`src/rtl/tc8_pkg.sv`:
```
`timescale 1ns/1ps
package tc8_pkg;
  typedef enum logic [1:0] {
    MD_FREE   = 2'd0,
    MD_PWM    = 2'd1,
    MD_CLR    = 2'd2,
    MD_TOGGLE = 2'd3
  } tc_mode_e;

  typedef enum logic [2:0] {
    CS_OFF      = 3'd0,
    CS_DIV1     = 3'd1,
    CS_DIV8     = 3'd2,
    CS_DIV64    = 3'd3,
    CS_DIV256   = 3'd4,
    CS_DIV1024  = 3'd5,
    CS_EXT_FALL = 3'd6,
    CS_EXT_RISE = 3'd7
  } tc_csel_e;

  localparam logic [1:0] A_CTRL = 2'd0;
  localparam logic [1:0] A_CNT  = 2'd1;
  localparam logic [1:0] A_CMP  = 2'd2;
  localparam logic [1:0] A_FLAG = 2'd3;

  localparam int NTAP = 4;

  // number of low prescaler bits that must all be one for each divided tap
  function automatic int psc_tap_bits(int idx);
    case (idx)
      0:       return 3;
      1:       return 6;
      2:       return 8;
      default: return 10;
    endcase
  endfunction
endpackage

```
`src/rtl/tc8_clksel.sv`:
```
`timescale 1ns/1ps
module tc8_clksel
  import tc8_pkg::*;
#(
  parameter int PSC_W = 10
) (
  input  logic     clk,
  input  logic     rst_n,
  input  tc_csel_e csel,
  input  logic     psc_clr,
  input  logic     ext_pin,
  output logic     tick
);
  localparam int SYNC_N = 3;

  logic [PSC_W-1:0]  psc_q, psc_d;
  logic [SYNC_N-1:0] sync_q, sync_d;
  logic [NTAP-1:0]   tap_hit;
  logic              pin_rise, pin_fall;

  for (genvar i = 0; i < NTAP; i++) begin : g_tap
    localparam int TW = psc_tap_bits(i);
    assign tap_hit[i] = &psc_q[TW-1:0];
  end

  always_comb begin
    psc_d    = psc_clr ? '0 : psc_q + 1'b1;
    sync_d   = {sync_q[SYNC_N-2:0], ext_pin};
    pin_rise = sync_q[1] & ~sync_q[2];
    pin_fall = ~sync_q[1] & sync_q[2];
    unique case (csel)
      CS_OFF:      tick = 1'b0;
      CS_DIV1:     tick = 1'b1;
      CS_DIV8:     tick = tap_hit[0];
      CS_DIV64:    tick = tap_hit[1];
      CS_DIV256:   tick = tap_hit[2];
      CS_DIV1024:  tick = tap_hit[3];
      CS_EXT_FALL: tick = pin_fall;
      CS_EXT_RISE: tick = pin_rise;
      default:     tick = 1'b0;
    endcase
  end

  always_ff @(posedge clk or negedge rst_n) begin
    if (!rst_n) begin
      psc_q  <= '0;
      sync_q <= '0;
    end else begin
      psc_q  <= psc_d;
      sync_q <= sync_d;
    end
  end
endmodule

```
`src/rtl/tc8_core.sv`:
```
`timescale 1ns/1ps
module tc8_core
  import tc8_pkg::*;
#(
  parameter int CNT_W = 8
) (
  input  logic             clk,
  input  logic             rst_n,
  input  logic             tick,
  input  tc_mode_e         mode,
  input  logic             cnt_wr,
  input  logic             cmp_wr,
  input  logic [CNT_W-1:0] wr_data,
  output logic [CNT_W-1:0] cnt_q,
  output logic [CNT_W-1:0] cmp_act_q,
  output logic             wave_q,
  output logic             ovf_ev,
  output logic             match_ev
);
  localparam logic [CNT_W-1:0] TOP_V = '1;
  localparam logic [CNT_W-1:0] BOT_V = '0;

  logic [CNT_W-1:0] cnt_d, cmp_act_d, cmp_buf_q, cmp_buf_d;
  logic             up_q, up_d, blk_q, blk_d, wave_d;
  logic             tick_eff, hit, is_pwm, at_top, at_bot;

  always_comb begin
    tick_eff = tick & ~cnt_wr;
    hit      = (cnt_q == cmp_act_q);
    is_pwm   = (mode == MD_PWM);
    at_top   = (cnt_q == TOP_V);
    at_bot   = (cnt_q == BOT_V);
    match_ev = tick_eff & ~blk_q & hit;
    ovf_ev   = tick_eff & (is_pwm ? (~up_q & at_bot) : at_top);

    cnt_d = cnt_q;
    if (cnt_wr) begin
      cnt_d = wr_data;
    end else if (tick_eff) begin
      unique case (mode)
        MD_FREE:           cnt_d = cnt_q + 1'b1;
        MD_CLR, MD_TOGGLE: cnt_d = hit ? BOT_V : cnt_q + 1'b1;
        MD_PWM: begin
          if (up_q) cnt_d = at_top ? cnt_q - 1'b1 : cnt_q + 1'b1;
          else      cnt_d = at_bot ? cnt_q + 1'b1 : cnt_q - 1'b1;
        end
        default:           cnt_d = cnt_q;
      endcase
    end

    if (!is_pwm)       up_d = 1'b1;
    else if (tick_eff) up_d = up_q ? ~at_top : at_bot;
    else               up_d = up_q;

    blk_d = cnt_wr ? 1'b1 : (tick_eff ? 1'b0 : blk_q);

    cmp_buf_d = cmp_wr ? wr_data : cmp_buf_q;
    if (!is_pwm)                         cmp_act_d = cmp_buf_d;
    else if (tick_eff & up_q & at_top)   cmp_act_d = cmp_buf_q;
    else                                 cmp_act_d = cmp_act_q;

    wave_d = wave_q;
    if (match_ev) begin
      if (is_pwm)                 wave_d = ~up_q;
      else if (mode == MD_TOGGLE) wave_d = ~wave_q;
    end
  end

  always_ff @(posedge clk or negedge rst_n) begin
    if (!rst_n) begin
      cnt_q     <= '0;
      cmp_buf_q <= '0;
      cmp_act_q <= '0;
      up_q      <= 1'b1;
      blk_q     <= 1'b0;
      wave_q    <= 1'b0;
    end else begin
      cnt_q     <= cnt_d;
      cmp_buf_q <= cmp_buf_d;
      cmp_act_q <= cmp_act_d;
      up_q      <= up_d;
      blk_q     <= blk_d;
      wave_q    <= wave_d;
    end
  end
endmodule

```
`src/rtl/tc8_flags.sv`:
```
`timescale 1ns/1ps
module tc8_flags #(
  parameter int NFLAG = 2
) (
  input  logic             clk,
  input  logic             rst_n,
  input  logic [NFLAG-1:0] set_ev,
  input  logic             reg_wr,
  input  logic [NFLAG-1:0] clr_bits,
  input  logic [NFLAG-1:0] mask_bits,
  output logic [NFLAG-1:0] flag_q,
  output logic             irq
);
  logic [NFLAG-1:0] flag_d, mask_q, mask_d;

  for (genvar i = 0; i < NFLAG; i++) begin : g_flag
    assign flag_d[i] = set_ev[i] | (flag_q[i] & ~(reg_wr & clr_bits[i]));
  end

  always_comb begin
    mask_d = reg_wr ? mask_bits : mask_q;
    irq    = |(flag_q & mask_q);
  end

  always_ff @(posedge clk or negedge rst_n) begin
    if (!rst_n) begin
      flag_q <= '0;
      mask_q <= '0;
    end else begin
      flag_q <= flag_d;
      mask_q <= mask_d;
    end
  end
endmodule

```
`src/rtl/tc8_timer.sv`:
```
`timescale 1ns/1ps
module tc8_timer #(
  parameter int CNT_W = 8,
  parameter int PSC_W = 10
) (
  input  logic             clk,
  input  logic             rst_n,
  input  logic             wr_en,
  input  logic [1:0]       wr_addr,
  input  logic [CNT_W-1:0] wr_data,
  input  logic             ext_pin,
  output logic [CNT_W-1:0] cnt,
  output logic             wave_out,
  output logic             ovf_flag,
  output logic             cmp_flag,
  output logic             irq
);
  import tc8_pkg::*;

  logic [1:0]       rsync_q;
  logic             rst_i;
  tc_csel_e         csel_q, csel_d;
  tc_mode_e         mode_q, mode_d;
  logic             wr_ctrl, wr_cnt, wr_cmp, wr_flag, psc_clr, tick;
  logic             ovf_ev, match_ev;
  logic [CNT_W-1:0] cmp_act;
  logic [1:0]       flags;

  // reset asserts at once and releases two clocks later
  always_ff @(posedge clk or negedge rst_n) begin
    if (!rst_n) rsync_q <= '0;
    else        rsync_q <= {rsync_q[0], 1'b1};
  end
  assign rst_i = rsync_q[1];

  always_comb begin
    wr_ctrl = wr_en && (wr_addr == A_CTRL);
    wr_cnt  = wr_en && (wr_addr == A_CNT);
    wr_cmp  = wr_en && (wr_addr == A_CMP);
    wr_flag = wr_en && (wr_addr == A_FLAG);
    psc_clr = wr_ctrl & wr_data[6];
    csel_d  = csel_q;
    mode_d  = mode_q;
    if (wr_ctrl) begin
      csel_d = tc_csel_e'(wr_data[2:0]);
      mode_d = tc_mode_e'(wr_data[4:3]);
    end
  end

  always_ff @(posedge clk or negedge rst_i) begin
    if (!rst_i) begin
      csel_q <= CS_OFF;
      mode_q <= MD_FREE;
    end else begin
      csel_q <= csel_d;
      mode_q <= mode_d;
    end
  end

  tc8_clksel #(.PSC_W(PSC_W)) u_clksel (
    .clk     (clk),
    .rst_n   (rst_i),
    .csel    (csel_q),
    .psc_clr (psc_clr),
    .ext_pin (ext_pin),
    .tick    (tick)
  );

  tc8_core #(.CNT_W(CNT_W)) u_core (
    .clk       (clk),
    .rst_n     (rst_i),
    .tick      (tick),
    .mode      (mode_q),
    .cnt_wr    (wr_cnt),
    .cmp_wr    (wr_cmp),
    .wr_data   (wr_data),
    .cnt_q     (cnt),
    .cmp_act_q (cmp_act),
    .wave_q    (wave_out),
    .ovf_ev    (ovf_ev),
    .match_ev  (match_ev)
  );

  tc8_flags #(.NFLAG(2)) u_flags (
    .clk       (clk),
    .rst_n     (rst_i),
    .set_ev    ({match_ev, ovf_ev}),
    .reg_wr    (wr_flag),
    .clr_bits  (wr_data[1:0]),
    .mask_bits (wr_data[5:4]),
    .flag_q    (flags),
    .irq       (irq)
  );

  assign ovf_flag = flags[0];
  assign cmp_flag = flags[1];
endmodule

```
`config.mk`:
```
export PLATFORM = sky130hd
export DESIGN_NAME = tc8_timer
export DESIGN_NICKNAME = d
export VERILOG_FILES = /design/src/rtl/tc8_pkg.sv /design/src/rtl/tc8_clksel.sv /design/src/rtl/tc8_core.sv /design/src/rtl/tc8_flags.sv /design/src/rtl/tc8_timer.sv
export SDC_FILE = /design/constraint.sdc
export NUM_CORES = 1
export LEC_CHECK = 0
export BUFFER_PORTS_ARGS = -buffer_cell sky130_fd_sc_hd__buf_2
export CORE_UTILIZATION = 35
export CTS_BUF_LIST = sky130_fd_sc_hd__clkbuf_4 sky130_fd_sc_hd__clkbuf_8
export DETAILED_ROUTE_END_ITERATION = 8
export PLACE_DENSITY_LB_ADDON = 0.3
export SYNTH_ARGS = -nofsm -noshare
export SYNTH_HDL_FRONTEND = slang
export SYNTH_HIERARCHICAL = 1
export SYNTH_SLANG_ARGS = --single-unit
```
`constraint.sdc`:
```
create_clock -name clk -period 1.57 [get_ports clk]
set_input_delay 0.314 -clock clk [delete_from_list [all_inputs] [get_ports clk]]
set_output_delay 0.314 -clock clk [all_outputs]
set_load 0.05 [all_outputs]
```
==> results of run 1 <==
[state kept, by name (all words and copies together) (netlist names), 2 cells and up]
register and count:
mode_q 2, u_clksel/psc_q 10, u_core/cmp_buf_q 8, csel_q 3, u_core/cmp_act_q 8, u_core/cnt_q 8
u_clksel/sync_q 3, u_flags/mask_q 2, rsync_q 2, u_flags/flag_q 2
[per-stage QoR]
stage | utilization, % | hold WS [ns] | std cells
finish | 47.59 | 0.1056 | 449
global route | 47.59 | 0.09215 | 449
CTS | 47.20 | 0.1003 | 449
detailed placement | 44.94 | 0.1005 | 437
global placement | 44.94 | 0.1000 | 437
floorplan | - | 0.01841 | 269
[worst paths after layout]
check                                   from                  to
min reg2reg                       rsync_q[1]           mode_q[0]
min in group asynchronous         rsync_q[1]           mode_q[0]
min                                  ext_pin  u_clksel/sync_q[0]
max reg2reg                u_clksel/psc_q[0]       u_core/wave_q
max                        u_clksel/psc_q[0]       u_core/wave_q
max in group asynchronous         rsync_q[1]         u_core/up_q
[layout by cell type (no fill, tap or decap), drive strengths merged, types with 2 or more instances in the layout]
cell / count
mux2: 16
xor2: 16
nand2b: 2
a21oi: 19
nor3b: 7
buf: 86
o21ai: 4
nand3: 17
clkbuf: 6
nor4: 4
xnor2: 9
inv: 7
dfrtp: 50
nand4: 10
nor2: 28
ha: 5
mux2i: 9
nor3: 4
or3: 6
nor2b: 4
a21o: 3
nand2: 15
a211o: 2
[per-layer routing]
| layer | GRT usage, % | routed length (um) | up-vias |
|---|---|---|---|
| li1 | - | - | 1091 |
| met1 | 22.81 | 3166 | 1060 |
| met2 | 27.40 | 3038 | 44 |
| met3 | 3.030 | 213 | 10 |
| met4 | 5.645 | 116 | 0 |
| met5 | 0 | 0 | - |
[final cells by class]
type | instances | area, um2 | area share, %
clock buffer | 6 | 82.58 | 2.257
clock inverter | 2 | 38.79 | 1.060
multi-input combinational | 195 | 1448 | 39.57
sequential | 51 | 1289 | 35.23
timing repair buffer | 87 | 650.6 | 17.78
inverter | 6 | 22.52 | 0.6156
tap | 102 | 127.6 | 3.488
[where the power goes]
group,internal (W),total (W),switching [W]
combinational,0.00124,0.00266,0.00142
clock,0.000525,0.000973,0.000448
sequential,0.00166,0.00201,0.000346
[timing repair]
action | in CTS | in global routing
pin swaps | 2 | 4
cloned | 1 | 0
setup buffers | 6 | 3
hold buffers | 1 | 0
resized for setup | 8 | 9
hold endpoints to repair | 2 | 0
setup endpoints to repair | 22 | 23
[cell families after synthesis]
logic type      synth area share [%]
simple gates                   22.19
mux                            10.07
xor+xnor                       7.940
fa+ha+maj                      2.269
flops                          46.33
compound gates                 6.897
buf+inv                        4.174
other cells                   0.1360
[Yosys cell counts (3+ instances only)]
cell      number  area share (%)
buf_2          5            0.91
inv_1          6            0.82
xnor2_1        9             2.9
ha_1           5             2.3
nand3_1       16             2.9
mux2_2        13             5.3
nor3b_1        6             1.6
nor2b_1        4            0.91
a21oi_1       19             3.4
xor2_1        16             5.1
nor3_1         4            0.73
a21o_1         3            0.82
mux2i_1        9             3.3
dfrtp_1       50              45
nor2_1        27             3.7
nand2_1       15             2.0
or3_1          6             1.4
clkbuf_1       7            0.95
nand4_1       10             2.3
==> summary.txt, run 1 <==
Place
  • Hpwl dp: 4.701 mm
  • Dpl ws: -0.6932 ns
  • I/O Buffers: 25
  • Routability cong.: around 0.81
  • Placed Instance Area: around 3500 um2

Power and ir drop
  • P_leak: 1.622 nW
  • Maximum VDD drop: approximately 0.57 mV
  • Pwr dens: 1541 nW/um2
  • Total power: around 0.0056 W

Worst setup path
  • Critical path's slowest cell: or4b_4
  • CP peak stage delay: around 0.49 ns
  • Startpoint Class: flop
  • Crit path required time: ~1.8 ns
  • Top delay family on crit path: simple AND/OR/NAND/NOR gates
  • Critical Path Fanout Max: 3
  • Critical path class: reg2reg
  • WP depth: 8
  • CP Buf/Inv Count: 0
  • Register-to-Register Path Depth: 8
  • Crit path capture type: flop
  • Crit-path cells: ha_2 > nand4_1 > or2_1 > a311o_1 > nand3_2 > nand2b_1 > or4b_4 > mux2_4
  • Worst Path Arrival: about 2.5 ns
  • FF-to-FF setup slack: -0.68 ns

Timing
  • Setup tns final: -9.659 ns
  • Minimum clock period after layout: between 2 and 2.5 ns
  • Fmax achieved: 443.8 MHz
  • Slew Viols, Final: 0
  • Setup violations, final: 21
  • Post-Route Skew: roughly 0.0090 ns
  • RSZ-0062 raised after global routing: yes
  • Final Hold Viols: 0
  • Final worst path period share: 143.5%
  • Final setup margin: -0.6832 ns

Detailed routing
  • Total wire length: ~6.5 mm
  • First DRT Iteration DRCs: between 70 and 80
  • Via count: roughly 2200
  • Drt pass-1 iters: 4
  • Routed len/inst: about 15 um
  • Detail Route Antenna Nets: 0
  • DRC Markers: 0
  • Via/cell ratio: 4.911

Global route
  • First-pass GRT wire length: 10.85 mm
  • Initial antenna violation count: 0
  • Largest net degree at the start of global routing: 23
  • GRT Util Overall: around 17%
  • Vias in the first global route: around 2300
  • Gr ovfl total: 0

Outcome
  • Failing checks: setup timing
  • Status: finished, violations left

Clocking
  • Root buffer cell: clkbuf_8
  • CTS buffer count: 5
  • Maximum clock path buffer count: 2
  • CTS tree: yes
  • Clk Latency, worst-skew pair: 0.31 ns
  • H-tree depth: 2
  • CTS clock-pin slew for the worst setup and hold paths: around 0.1 ns
  • CTS Sinks: 51

Layout
  • ANT cells: 0
  • Final Net Count: 365
  • Design area: roughly 3700 um2
  • Area grow syn2layout: 32.67%
  • Fillers: 719
  • Share of cells above drive strength 1: about two fifths

Floorplanning
  • I/O Pins: 26
  • Initial Util: around 36%
  • Die Wd: approximately 91 um
  • Die H: approximately 90 um
  • Rows: 32
  • Die area: ~8200 um2
  • Core area: roughly 7700 um2

Synth
  • Syn Area/Cell: about 10 um2
  • Mapped Area: 2758 um2
  • Yosys warnings: 6
  • Post-Synthesis Cells: roughly 270
  • Post-synth EDFFs: 0
  • Sequential area share after synthesis: around 46%
  • Register bit count reported by yosys: 51
  • Post-synth ARST share: between 90% and 100%
  • Ys flop type: dfrtp_1
  • Post-Syn Nets: about 290
  • Synth cell types: 50

Hold path
  • Hold WC Path Type: in2reg
  • Hold Path Depth: 1

Flow run
  • Max cap viols: 0
No activity file was read; power rests on OpenSTA's default activity.
==> inputs of run 2 (changes only) <==
==> constraint.sdc (replaced) <==
create_clock -name clk -period 2.8 [get_ports clk]
set_input_delay 0.56 -clock clk [delete_from_list [all_inputs] [get_ports clk]]
set_output_delay 0.56 -clock clk [all_outputs]
set_load 0.05 [all_outputs]
==> summary.txt, run 2 (same netlist as run 1, synthesis figures left out) <==
Clocking
  • Root buffer cell: clkbuf_8
  • CTS tree: yes
  • Clk Latency, worst-skew pair: between 0.3 and 0.4 ns
  • Maximum clock path buffer count: 2
  • CTS clock-pin slew for the worst setup and hold paths: around 0.10 ns
  • CTS Sinks: 51
  • H-tree depth: 2
  • Post-CTS Setup Inserts: 0
  • CTS buffer count: 5

Detailed routing
  • Via/cell ratio: 5.131
  • Total wire length: a little under 6 mm
  • Drt pass-1 iters: 4
  • DRC Markers: 0
  • Via count: between 2000 and 2500
  • First DRT Iteration DRCs: between 80 and 90
  • Detail Route Antenna Nets: 0
  • Routed len/inst: ~15 um

Flow run
  • Max cap viols: 0

Power and ir drop
  • Maximum VDD drop: 0.3524 mV
  • Pwr dens: slightly below 900 nW/um2
  • P_leak: about 1.3 nW

Place
  • Post-Place Cells: around 390
  • I/O Buffers: 25
  • Hpwl dp: approximately 4.2 mm
  • Routability cong.: approximately 0.8
  • Placed Instance Area: slightly below 3000 um2

Layout
  • Final Net Count: roughly 310
  • Fillers: just under 800
  • Largest register by flop count: u_clksel/psc_q
  • Area grow syn2layout: 12.48%
  • Share of cells above drive strength 1: a little under a quarter
  • Design area: ~3100 um2
  • Max FFs per register: 10
  • Most frequent cells in the layout: 49 x dfrtp_1, 27 x nor2_1, 25 x buf_2
  • ANT cells: 0
  • Most common cell after layout, fill and taps aside: dfrtp_1
  • Final cell count without fillers: 396

Global route
  • Vias in the first global route: slightly above 2000
  • Largest net degree at the start of global routing: 50
  • GRT Util Overall: between 10% and 20%
  • Gr ovfl total: 0
  • First-pass GRT wire length: 10.30 mm
  • Initial antenna violation count: 0

Hold path
  • Hold WC Path Type: in2reg

Timing
  • Post-Route Skew: between 0.015 and 0.02 ns
  • Fmax achieved: roughly 380 MHz
  • Setup tns final: 0 ns
  • Final Hold Viols: 0
  • RSZ-0062 raised after global routing: no
  • Minimum clock period after layout: between 2 and 3 ns
  • Setup violations, final: 0
  • Final worst path period share: between 90% and 100%
  • Worst-Margin Slew: between 1 and 1.5 ns
  • Worst slew margin: between 20 and 30%
  • Slew Viols, Final: 0

Floorplanning
  • Die area: just over 8000 um2
  • Die Wd: approximately 91 um
  • I/O Pins: 26
  • Die H: approximately 91 um
  • Initial Util: between 30 and 40%
  • Core area: between 7000 and 8000 um2
  • Rows: 32

Worst setup path
  • Worst Path Arrival: around 2.8 ns
  • Top delay family on crit path: simple AND/OR/NAND/NOR gates
  • Crit path required time: roughly 3.0 ns
  • Critical path class: reg2reg
  • Critical path's slowest cell: or4b_1
  • Crit-path cells: ha_1 > nand4_1 > or2_1 > a311o_1 > nand3_1 > nand2b_1 > or4b_1 > mux2_1
  • CP peak stage delay: 0.49 ns
  • Crit path capture type: flop
  • CP Buf/Inv Count: 0
  • Startpoint Class: flop
  • Critical Path Fanout Max: 7

Outcome
  • Status: complete, no violations
[run 2: changes by cell type in the layout (fill, tap and decap cells not counted), moves of 3 or more]
cell	delta
buf_4	-48
buf_12	-3
dfrtp_1	+8
buf_6	-4
dfrtp_2	-8
[run 2: worst reg2reg max path, cell delays in order, from the launching register on]
cell	delay (ns)
dfrtp_1	0.40
ha_1	0.21
nand4_1	0.11
or2_1	0.25
a311o_1	0.36
nand3_1	0.24
nand2b_1	0.12
or4b_1	0.49
mux2_1	0.32
[run 2: worst paths after layout]
check / start / endpoint / slack (ns) / depth (start not counted)
worst max-delay path: u_clksel/psc_q[0] / u_core/wave_q / 0.20 / 8
min in group asynchronous: rsync_q[1] / u_clksel/psc_q[4] / 0.47 / 0
worst min register to register: u_clksel/sync_q[0] / u_clksel/sync_q[1] / 0.36 / 0
worst max register to register: u_clksel/psc_q[0] / u_core/wave_q / 0.20 / 8
max in group asynchronous: rsync_q[1] / u_core/cmp_act_q[6] / 1.65 / 0
worst min-delay path: ext_pin / u_clksel/sync_q[0] / 0.35 / 1
[run 2: layout make-up]
cell class | instances | area, um2 | area share [%]
Inverter | 6 | 22.52 | 0.7261
Clock inverter | 3 | 43.79 | 1.412
Timing Repair Buffer | 34 | 195.2 | 6.293
Tap cell | 102 | 127.6 | 4.115
Clock buffer | 5 | 68.82 | 2.219
Sequential cell | 51 | 1279 | 41.23
Multi-Input combinational cell | 195 | 1365 | 44.01
[run 2: power by group]
group / internal (W) / switching, W
logic: 0.000417 / 0.000639
clock network: 0.000267 / 0.000260
registers: 0.000921 / 0.000256
[run 2: stage by stage]
step	total power [W]	setup WS, ns	hold slack, ns	util (%)
final	0.002759	0.1974	0.3540	40.35
after global routing	0.002959	0.03283	0.3476	40.35
after CTS	0.002772	0.2112	0.004269	40.22
after detailed placement	0.002243	0.2252	0.3355	38.75
after global placement	0.002222	0.2904	0.3372	38.75
after floorplan	0.002015	0.1854	0.2644	-
[run 2: routing by layer]
metal / wire length (um) / part of all wire, % / vias to the layer above / global-route usage [%]
li1: - / - / 983 / -
met1: 2951 / 50 / 1002 / 21.88
met2: 2712 / 46 / 37 / 24.12
met3: 171 / 2.9 / 10 / 3.114
met4: 121 / 2.0 / 0 / 6.586
met5: 0 / 0 / - / 0
[run 2: what timing repair did]
action,4_1_cts,5_1_grt
hold buffers,0,1
resized for setup,0,0
endpoints found under the hold margin,0,2
